[src/rtl/sap_pkg.sv]
package sap_pkg;
  typedef enum logic {
    FRAME_FULL  = 1'b0,
    FRAME_SHORT = 1'b1
  } frame_mode_e;
endpackage

[src/rtl/sap_edge.sv]
module sap_edge (
  input  logic clk_i,
  input  logic rst_ni,
  input  logic bclk_i,
  input  logic fsync_i,
  input  logic sdi_i,
  output logic rise_o,
  output logic fall_o,
  output logic fsync_o,
  output logic sdi_o
);
  logic bclk_q, bclk_qq, fsync_q, sdi_q;

  always_ff @(posedge clk_i or negedge rst_ni) begin
    if (!rst_ni) begin
      bclk_q  <= 1'b0;
      bclk_qq <= 1'b0;
      fsync_q <= 1'b0;
      sdi_q   <= 1'b0;
    end else begin
      bclk_q  <= bclk_i;
      bclk_qq <= bclk_q;
      fsync_q <= fsync_i;
      sdi_q   <= sdi_i;
    end
  end

  assign rise_o  = bclk_q & ~bclk_qq;
  assign fall_o  = ~bclk_q & bclk_qq;
  assign fsync_o = fsync_q;
  assign sdi_o   = sdi_q;
endmodule

[src/rtl/sap_frame_ctrl.sv]
module sap_frame_ctrl
  import sap_pkg::*;
#(
  parameter int unsigned SAMPLE_W = 16
) (
  input  logic clk_i,
  input  logic rst_ni,
  input  logic rise_i,
  input  logic fall_i,
  input  logic fsync_i,
  input  logic mode_i,
  output logic start_o,
  output logic tx_step_o,
  output logic rx_step_o,
  output logic rx_done_o
);
  localparam int unsigned CW = $clog2(2 * SAMPLE_W) + 1;

  frame_mode_e   mode_q;
  logic [CW-1:0] cnt_q, cnt_nx, base, last;
  logic          in_frame_q, fs_last_q, fs_edge;

  assign fs_edge = rise_i & fsync_i & ~fs_last_q;
  assign base    = (mode_q == FRAME_SHORT) ? CW'(1) : CW'(SAMPLE_W);
  assign last    = base + CW'(SAMPLE_W - 1);
  assign cnt_nx  = cnt_q + CW'(1);

  assign start_o   = fs_edge;
  assign tx_step_o = rise_i & ~fs_edge & in_frame_q & (cnt_nx >= base) & (cnt_nx <= last);
  assign rx_step_o = fall_i & in_frame_q & (cnt_q >= base) & (cnt_q <= last);
  assign rx_done_o = rx_step_o & (cnt_q == last);

  always_ff @(posedge clk_i or negedge rst_ni) begin
    if (!rst_ni) begin
      mode_q     <= FRAME_FULL;
      cnt_q      <= '0;
      in_frame_q <= 1'b0;
      fs_last_q  <= 1'b0;
    end else if (rise_i) begin
      fs_last_q <= fsync_i;
      if (fs_edge) begin
        in_frame_q <= 1'b1;
        cnt_q      <= '0;
        // restart on abort keeps the latched mode
        if (!in_frame_q) mode_q <= frame_mode_e'(mode_i);
      end else if (in_frame_q) begin
        cnt_q <= cnt_nx;
      end
    end else if (rx_done_o) begin
      in_frame_q <= 1'b0;
    end
  end

  assert_cnt_bound_R3: assert property (@(posedge clk_i) disable iff (!rst_ni)
    in_frame_q |-> cnt_q <= last);
  assert_mode_hold_R7: assert property (@(posedge clk_i) disable iff (!rst_ni)
    in_frame_q |=> mode_q == $past(mode_q));
  assert_done_in_frame_R8: assert property (@(posedge clk_i) disable iff (!rst_ni)
    rx_done_o |=> !in_frame_q || $past(fs_edge));
endmodule

[src/rtl/sap_shifter.sv]
module sap_shifter #(
  parameter int unsigned SAMPLE_W = 16
) (
  input  logic                clk_i,
  input  logic                rst_ni,
  input  logic                rise_i,
  input  logic                start_i,
  input  logic                tx_step_i,
  input  logic                rx_step_i,
  input  logic                rx_done_i,
  input  logic                sdi_i,
  input  logic [SAMPLE_W-1:0] tx_data_i,
  output logic                sdo_o,
  output logic                tx_load_o,
  output logic                rx_valid_o,
  output logic [SAMPLE_W-1:0] rx_data_o
);
  logic [SAMPLE_W-1:0] tx_sh_q, rx_sh_q;

  always_ff @(posedge clk_i or negedge rst_ni) begin
    if (!rst_ni) begin
      tx_sh_q   <= '0;
      sdo_o     <= 1'b0;
      tx_load_o <= 1'b0;
    end else begin
      tx_load_o <= start_i;
      if (start_i)        tx_sh_q <= tx_data_i;
      else if (tx_step_i) tx_sh_q <= {tx_sh_q[SAMPLE_W-2:0], 1'b0};
      if (rise_i)         sdo_o   <= tx_step_i & tx_sh_q[SAMPLE_W-1];
    end
  end

  always_ff @(posedge clk_i or negedge rst_ni) begin
    if (!rst_ni) begin
      rx_sh_q    <= '0;
      rx_data_o  <= '0;
      rx_valid_o <= 1'b0;
    end else begin
      rx_valid_o <= rx_done_i;
      if (rx_step_i) rx_sh_q   <= {rx_sh_q[SAMPLE_W-2:0], sdi_i};
      if (rx_done_i) rx_data_o <= {rx_sh_q[SAMPLE_W-2:0], sdi_i};
    end
  end

  assert_valid_pulse_R5: assert property (@(posedge clk_i) disable iff (!rst_ni)
    rx_valid_o |=> !rx_valid_o);
  assert_load_pulse_R2: assert property (@(posedge clk_i) disable iff (!rst_ni)
    tx_load_o |=> !tx_load_o);
endmodule

[src/rtl/sap_port.sv]
module sap_port #(
  parameter int unsigned SAMPLE_W = 16
) (
  input  logic                clk_i,
  input  logic                rst_ni,
  input  logic                bclk_i,
  input  logic                fsync_i,
  input  logic                sdi_i,
  output logic                sdo_o,
  input  logic                mode_i,
  input  logic [SAMPLE_W-1:0] tx_data_i,
  output logic                tx_load_o,
  output logic [SAMPLE_W-1:0] rx_data_o,
  output logic                rx_valid_o
);
  logic rise, fall, fsync_s, sdi_s;
  logic start, tx_step, rx_step, rx_done;

  sap_edge u_edge (
    .clk_i   (clk_i),
    .rst_ni  (rst_ni),
    .bclk_i  (bclk_i),
    .fsync_i (fsync_i),
    .sdi_i   (sdi_i),
    .rise_o  (rise),
    .fall_o  (fall),
    .fsync_o (fsync_s),
    .sdi_o   (sdi_s)
  );

  sap_frame_ctrl #(.SAMPLE_W(SAMPLE_W)) u_ctrl (
    .clk_i     (clk_i),
    .rst_ni    (rst_ni),
    .rise_i    (rise),
    .fall_i    (fall),
    .fsync_i   (fsync_s),
    .mode_i    (mode_i),
    .start_o   (start),
    .tx_step_o (tx_step),
    .rx_step_o (rx_step),
    .rx_done_o (rx_done)
  );

  sap_shifter #(.SAMPLE_W(SAMPLE_W)) u_shift (
    .clk_i      (clk_i),
    .rst_ni     (rst_ni),
    .rise_i     (rise),
    .start_i    (start),
    .tx_step_i  (tx_step),
    .rx_step_i  (rx_step),
    .rx_done_i  (rx_done),
    .sdi_i      (sdi_s),
    .tx_data_i  (tx_data_i),
    .sdo_o      (sdo_o),
    .tx_load_o  (tx_load_o),
    .rx_valid_o (rx_valid_o),
    .rx_data_o  (rx_data_o)
  );

  assert_sdo_on_rise_R1: assert property (@(posedge clk_i) disable iff (!rst_ni)
    !$stable(sdo_o) |-> $past(rise));
  assert_rx_on_fall_R5: assert property (@(posedge clk_i) disable iff (!rst_ni)
    rx_valid_o |-> $past(fall));
  assert_load_at_sync_R2: assert property (@(posedge clk_i) disable iff (!rst_ni)
    tx_load_o |-> $past(rise) && $past(fsync_s));
endmodule

[config.mk]
export PLATFORM = sky130hd
export DESIGN_NAME = sap_port
export DESIGN_NICKNAME = d
export VERILOG_FILES = /design/src/rtl/sap_pkg.sv /design/src/rtl/sap_edge.sv /design/src/rtl/sap_frame_ctrl.sv /design/src/rtl/sap_shifter.sv /design/src/rtl/sap_port.sv
export SDC_FILE = /design/constraint.sdc
export NUM_CORES = 1
export LEC_CHECK = 0
export CELL_PAD_IN_SITES_DETAIL_PLACEMENT = 1
export CELL_PAD_IN_SITES_GLOBAL_PLACEMENT = 1
export CORE_UTILIZATION = 44
export DETAILED_ROUTE_END_ITERATION = 8
export PLACE_DENSITY_LB_ADDON = 0.1
export SETUP_SLACK_MARGIN = 0.3
export SLEW_MARGIN = 20
export SYNTH_ARGS = -nofsm -noshare
export SYNTH_HDL_FRONTEND = slang
export SYNTH_SLANG_ARGS = --single-unit
[constraint.sdc]
create_clock -name clk_i -period 3.2 [get_ports clk_i]
set_input_delay 0.48 -clock clk_i [delete_from_list [all_inputs] [get_ports clk_i]]
set_output_delay 0.48 -clock clk_i [all_outputs]
set_load 0.02 [all_outputs]
==> run_results.csv, run 1 <==
group,metric,value,unit
outcome,status,"finished clean",
timing,fin_crit,2.71,ns
clocking,clockBufferDepth,2,
timing,max_freq,370,MHz
finish,multiInputGateArea,1420,um2
yosys,ys.flop_type,"dfrtp_1",
timing,rsz0062_at_grt,"false",
grt,overflow,0,
yosys,ys.warnings.count,0,
setup_path,r2r_cells,9,
grt,grt_pass1_wl,12000,um
yosys,synth_seq_cells,63,
setup_path,crit_slowest_cell,"and3_1",
timing,tightest_slew,0.626,ns
setup_path,reg2reg_to,"u_shift.tx_sh_q[11]$_DFFE_PN0P_",
timing,slew_violations,0,
finish,layout-drive-gt1-share,0.213,
drt,drt-total-wl,7170,um
setup_path,endpoint_kind,"flop",
pwr,p_switching,0.839,mW
placed_design,dp_hpwl,4550,um
timing,fin_worst_skew,0.0100,ns
setup_path,critPathMostFrequentCell,"ha_1",
timing,setup_viol,0,
die,std_cell_rows,30,
worst_hold_path,hold_path.class,"input pin to async pin",
yosys,syn_inst,265,
clocking,cts_root_buf,"clkbuf_8",
pwr,internal_power,1.77,mW
yosys,synth.most_common_cell,"dfrtp_1",
clocking,clock_sinks,63,
clocking,cts_made_buffers,9,
yosys,syn_area,3140,um2
clocking,insertion_delay,0.34,ns
die,dieArea,7480,um2
yosys,synth_area_leader_cell,"dfrtp_1",
yosys,synth_edf_count,0,
finish,nNetsFinal,340,
clocking,clkTransAtPathRegs,0.07,ns
clocking,cts_setup_buffers,0,
grt,grt_max_degree,43,
timing,max_slew_margin,0.582,
pwr,leakage,1.70,nW
grt,grt_antenna_before_repair,0,
clocking,postCtsHoldBufs,0,
die,pin_count,41,
timing,setup_ws,0.495,ns
finish,regArea,1580,um2
setup_path,rrSetupSlack,0.49,ns
yosys,ys_async_sr_fraction,1.00,
placed_design,pre_cts_slack,0.461,ns
pwr,p_comb_frac,0.249,
grt,grtUsageTotal,0.211,
drt,wl_per_cell,17.7,um
drt,drt-pass1-iter-count,4,
setup_path,start_kind,"flop",
yosys,yosysTopAreaCellShare,0.502,
grt,grt_pass1_vias,2293,
clocking,htree_levels,3,
pwr,p_per_area,684,nW/um2
die,start_util,0.460,
timing,hold_viol_final,0,
setup_path,arrival,2.96,ns
yosys,avgSynthCellArea,11.9,um2
die,coreArea,6830,um2
setup_path,r2r_start,"u_ctrl.cnt_q[1]$_DFFE_PN0P_",
setup_path,critPathRequiredTime,3.46,ns
pwr,seq_power_share,0.442,
timing,finalCritPeriodShare,0.845,
die,die_w,86.5,um
yosys,synth_area_leaders,"dfrtp_1 (50%), mux2_2 (7.9%), ha_1 (5.2%), mux2_4 (4.8%), o31ai_1 (3.6%)",
yosys,synthesis.nets,300,
timing,setup_tns,0,ns
drt,num_vias,2239,
clocking,cts_tree,"done",
drt,drc,0,
placed_design,io_buffers,40,
pwr,ir_worst_vdd,344,uV
setup_path,cp_max_fo,15,
drt,drt-initial-drc-count,92,
setup_path,crit_type,"flop to flop",
yosys,synth_commonest_cells,"dfrtp_1 (63), nor2_1 (23), mux2_2 (22)",
drt,ant_nets,0,
finish,area_delta_synth_final,21.3,%
pwr,switching_share,0.322,
flow_run,drv_cap,0,
setup_path,crit_chain,"ha_1, nand3_1, xnor2_1, ha_1, nor2_1, nor3_2, and3_1, nand4_1, a31oi_1",
yosys,yosysSeqAreaShare,0.502,
pwr,pwr-share-clk,0.309,
setup_path,max_stage_delay,0.59,ns
yosys,synth.distinct_cells,47,
drt,via_per_inst,5.51,
finish,n_fill_cell,715,
die,die_y,86.5,um
finish,diodes,0,
placed_design,gp_congestion,0.751,
timing,hold-worst-slack,0.127,ns
[through the flow]
step                power (mW)   util  instances  instance area (um2)
finish                    2.61  0.558        406                 3810
global route              2.76  0.558        406                 3810
CTS                       2.63  0.556        406                 3800
detailed placement        1.80  0.523        390                 3570
global placement          1.77  0.523        390                 3570
floorplan                 1.63      -        265                 3140
[power by group through the flow]
stage	Clock, mW	Sequential (mW)	Combinational (mW)
2_1_floorplan	0	1.09	0.539
3_3_place_gp	0	1.15	0.619
3_5_place_dp	0	1.16	0.642
4_1_cts	0.826	1.15	0.651
5_1_grt	0.862	1.18	0.717
6_report	0.804	1.15	0.650
[registers in the layout, summed over array words and instances, names as in the netlist, 6 cells and up]
name,count
u_shift.tx_sh_q,16
u_shift.rx_sh_q,15
u_shift.rx_data_o,16
u_ctrl.cnt_q,6
[worst max-delay path: cells and delay by family, from the launching register on]
kind            cells  cell delay (ns)
flops               1             0.51
compound gates      1             0.21
simple gates        5             1.12
xor+xnor            1             0.15
fa+ha+maj           2             0.62
[routing by layer]
| layer | part of all wire | vias to the layer above | GRT usage |
|---|---|---|---|
| met5 | 0 | - | 0 |
| met1 | 0.45 | 1144 | 0.272 |
| met2 | 0.50 | 40 | 0.347 |
| met3 | 0.038 | 8 | 0.0590 |
| li1 | - | 1047 | - |
| met4 | 0.0095 | 0 | 0.0652 |
[logic make-up after synthesis]
family                     Yosys count  synth area share
adders and majority gates           13            0.0518
buffers and inverters               24            0.0494
xor gates and xnor gates             6            0.0191
muxes                               32             0.127
AOI/OAI and AO/OA                   49             0.113
DFF                                 63             0.502
and+or+nand+nor                     78             0.138
[worst max path at each step]
stage | start | depth (start not counted) | to
2_1_floorplan | u_ctrl.cnt_q[0]$_DFFE_PN0P_ | 9 | u_shift.tx_sh_q[15]$_DFFE_PN0P_
3_3_place_gp | u_ctrl.cnt_q[1]$_DFFE_PN0P_ | 8 | u_shift.sdo_o$_DFFE_PN0N_
3_5_place_dp | u_ctrl.cnt_q[2]$_DFFE_PN0P_ | 9 | u_shift.sdo_o$_DFFE_PN0N_
4_1_cts | u_ctrl.cnt_q[2]$_DFFE_PN0P_ | 9 | u_shift.sdo_o$_DFFE_PN0N_
5_1_grt | u_ctrl.cnt_q[1]$_DFFE_PN0P_ | 9 | u_shift.tx_sh_q[11]$_DFFE_PN0P_
6_report | u_ctrl.cnt_q[1]$_DFFE_PN0P_ | 9 | u_shift.tx_sh_q[11]$_DFFE_PN0P_
[timing repair]
| action | CTS | global route |
|---|---|---|
| hold endpoints to repair | 0 | 0 |
| endpoints found under the setup margin | 0 | 9 |
| gates resized for setup | 0 | 1 |
[layout by cell type (no fill, tap or decap), types with 12 or more instances in the layout]
cell type         n
o31ai_1          15
nand2_1          12
clkdlybuf4s50_1  39
nand4_1          16
a31oi_1          15
dfrtp_1          63
mux2_2           22
nor2_1           23
ha_1             13
[area by class of cell]
type | instances | area share
clock inverter | 6 | 0.0240
timing repair buffer | 46 | 0.116
inverter | 7 | 0.00690
sequential | 63 | 0.414
clock buffer | 10 | 0.0361
tap | 96 | 0.0315
multi-input combinational | 178 | 0.371
(Power assumes the default switching activity.)
==> inputs of run 2 (changes only) <==
- clock period: 3.2 -> 2.8 ns (I/O delays scaled with it)
==> run 2 against run 1 <==
  * Critical path depth fell by 1
  * Setup slack got worse by 0.084 ns
  * Fmax rose by 13%
  * Largest power group unchanged
  * Sequential cell count did not move
  * Core utilization rose by 2.2 points
==> run_results.csv, run 2 (synthesis gave the netlist of run 1 again) <==
group,metric,value,unit
pwr,internal_power,2.19,mW
pwr,p_switching,0.994,mW
timing,setup_ws,0.411,ns
pwr,switching_share,0.313,
die,std_cell_rows,30,
clocking,clockBufferDepth,2,
die,start_util,0.460,
drt,num_vias,2295,
drt,via_per_inst,5.48,
die,pin_count,41,
grt,grt_pass1_wl,12200,um
timing,fin_worst_skew,0.00814,ns
placed_design,gp_congestion,0.802,
timing,fin_crit,2.39,ns
clocking,cts_root_buf,"clkbuf_8",
grt,grt_antenna_before_repair,0,
clocking,clock_sinks,63,
timing,rsz0062_at_grt,"false",
finish,final_common_cell,"dfrtp_1",
setup_path,endpoint_kind,"flop",
drt,drt-pass1-iter-count,5,
setup_path,crit_type,"flop to flop",
die,dieArea,7480,um2
placed_design,place_area,3640,um2
grt,busiest_layer,"met2",
finish,nNetsFinal,353,
finish,area_delta_synth_final,26.2,%
pwr,p_per_area,803,nW/um2
die,die_y,86.5,um
die,die_w,86.5,um
pwr,ir_worst_vdd,358,uV
finish,reg_top3,"u_shift.rx_data_o (16), u_shift.tx_sh_q (16), u_shift.rx_sh_q (15)",
grt,grt_pass1_vias,2428,
clocking,clkTransAtPathRegs,0.08,ns
grt,grtUsageTotal,0.216,
grt,grt_max_degree,32,
setup_path,arrival,2.60,ns
finish,fin_area,3960,um2
die,coreArea,6830,um2
timing,tightest_slew,0.552,ns
timing,setup_viol,0,
timing,finalCritPeriodShare,0.853,
finish,final_cell_mix,"dfrtp_1 (61), clkdlybuf4s50_1 (39), nor2_1 (23)",
drt,drt-total-wl,7330,um
placed_design,pre_cts_slack,0.292,ns
drt,wl_per_cell,17.5,um
clocking,insertion_delay,0.34,ns
outcome,status,"finished clean",
grt,use_met2,0.368,
drt,ant_nets,0,
clocking,cts_made_buffers,9,
placed_design,dp_hpwl,4800,um
pwr,leakage,1.77,nW
timing,max_slew_margin,0.631,
drt,drt-initial-drc-count,108,
flow_run,drv_cap,0,
pwr,seq_power_share,0.401,
timing,max_freq,419,MHz
finish,diodes,0,
finish,fin_util,0.580,
timing,setup_tns,0,ns
clocking,htree_levels,3,
setup_path,cp_max_fo,15,
pwr,p_comb_frac,0.280,
timing,slew_violations,0,
setup_path,start_kind,"flop",
drt,drc,0,
pwr,pwr-share-clk,0.319,
placed_design,io_buffers,40,
clocking,cts_tree,"done",
grt,use_met1,0.271,
grt,use_met3,0.0410,
pwr,power,3.18,mW
clocking,postCtsHoldBufs,0,
setup_path,critPathRequiredTime,3.01,ns
grt,overflow,0,
worst_hold_path,hold_path.class,"input pin to async pin",
finish,layout-drive-gt1-share,0.260,
timing,hold_viol_final,0,
run 2: path summary, 6_finish.rpt:
kind / startpoint / end / slack [ns] / depth (start not counted)
min: rst_ni / u_ctrl.cnt_q[4]$_DFFE_PN0P_ / 0.05 / 1
max in group asynchronous: rst_ni / u_shift.rx_sh_q[12]$_DFFE_PN0P_ / 2.04 / 2
max reg2reg: u_ctrl.cnt_q[0]$_DFFE_PN0P_ / u_shift.tx_sh_q[10]$_DFFE_PN0P_ / 0.41 / 8
min reg2reg: u_edge.bclk_q$_DFF_PN0_ / u_edge.bclk_qq$_DFF_PN0_ / 0.44 / 0
max: u_ctrl.cnt_q[0]$_DFFE_PN0P_ / u_shift.tx_sh_q[10]$_DFFE_PN0P_ / 0.41 / 8
min in group clk_i: u_edge.bclk_q$_DFF_PN0_ / u_edge.bclk_qq$_DFF_PN0_ / 0.44 / 0
run 2: through the flow:
| step | hold WS [ns] | cells |
|---|---|---|
| final | 0.0478 | 419 |
| after global routing | 0.0914 | 419 |
| after CTS | 0.0607 | 414 |
| after detailed placement | 0.422 | 398 |
| after global placement | 0.409 | 398 |
| after floorplan | 0.124 | 265 |
run 2: layer usage:
metal / wire length (um) / vias up
met4: 144 / 0
met5: 0 / -
met3: 285 / 10
met2: 3700 / 49
li1: - / 1073
met1: 3200 / 1163
run 2: worst max-delay path, cell delays in order, from the launching register on:
cell,delay [ns]
dfrtp_2,0.43
ha_2,0.28
nand3_1,0.13
xnor2_1,0.15
ha_1,0.23
nor4_2,0.30
nand2_1,0.40
nand4_1,0.24
a31oi_1,0.10
run 2: power groups by stage:
stage,clock network (mW),registers (mW),logic [mW]
after global routing,1.06,1.30,0.996
after CTS,1.03,1.27,0.847
final,1.01,1.28,0.890
after floorplan,0,1.25,0.616
after detailed placement,0,1.28,0.839
after global placement,0,1.27,0.801
run 2: repair_timing:
action / in CTS / in global routing
pin swaps: 0 / 3
gates resized for setup: 2 / 4
setup buffers: 0 / 5
setup endpoints to repair: 15 / 17
run 2: final cells by class:
class                           count  area [um2]
Clock inverter                      6         116
Inverter                            7        26.3
Fill cell                         709        2870
Clock buffer                       10         138
Tap cell                           96         120
Timing Repair Buffer               59         551
Multi-Input combinational cell    178        1430
Sequential cell                    63        1580
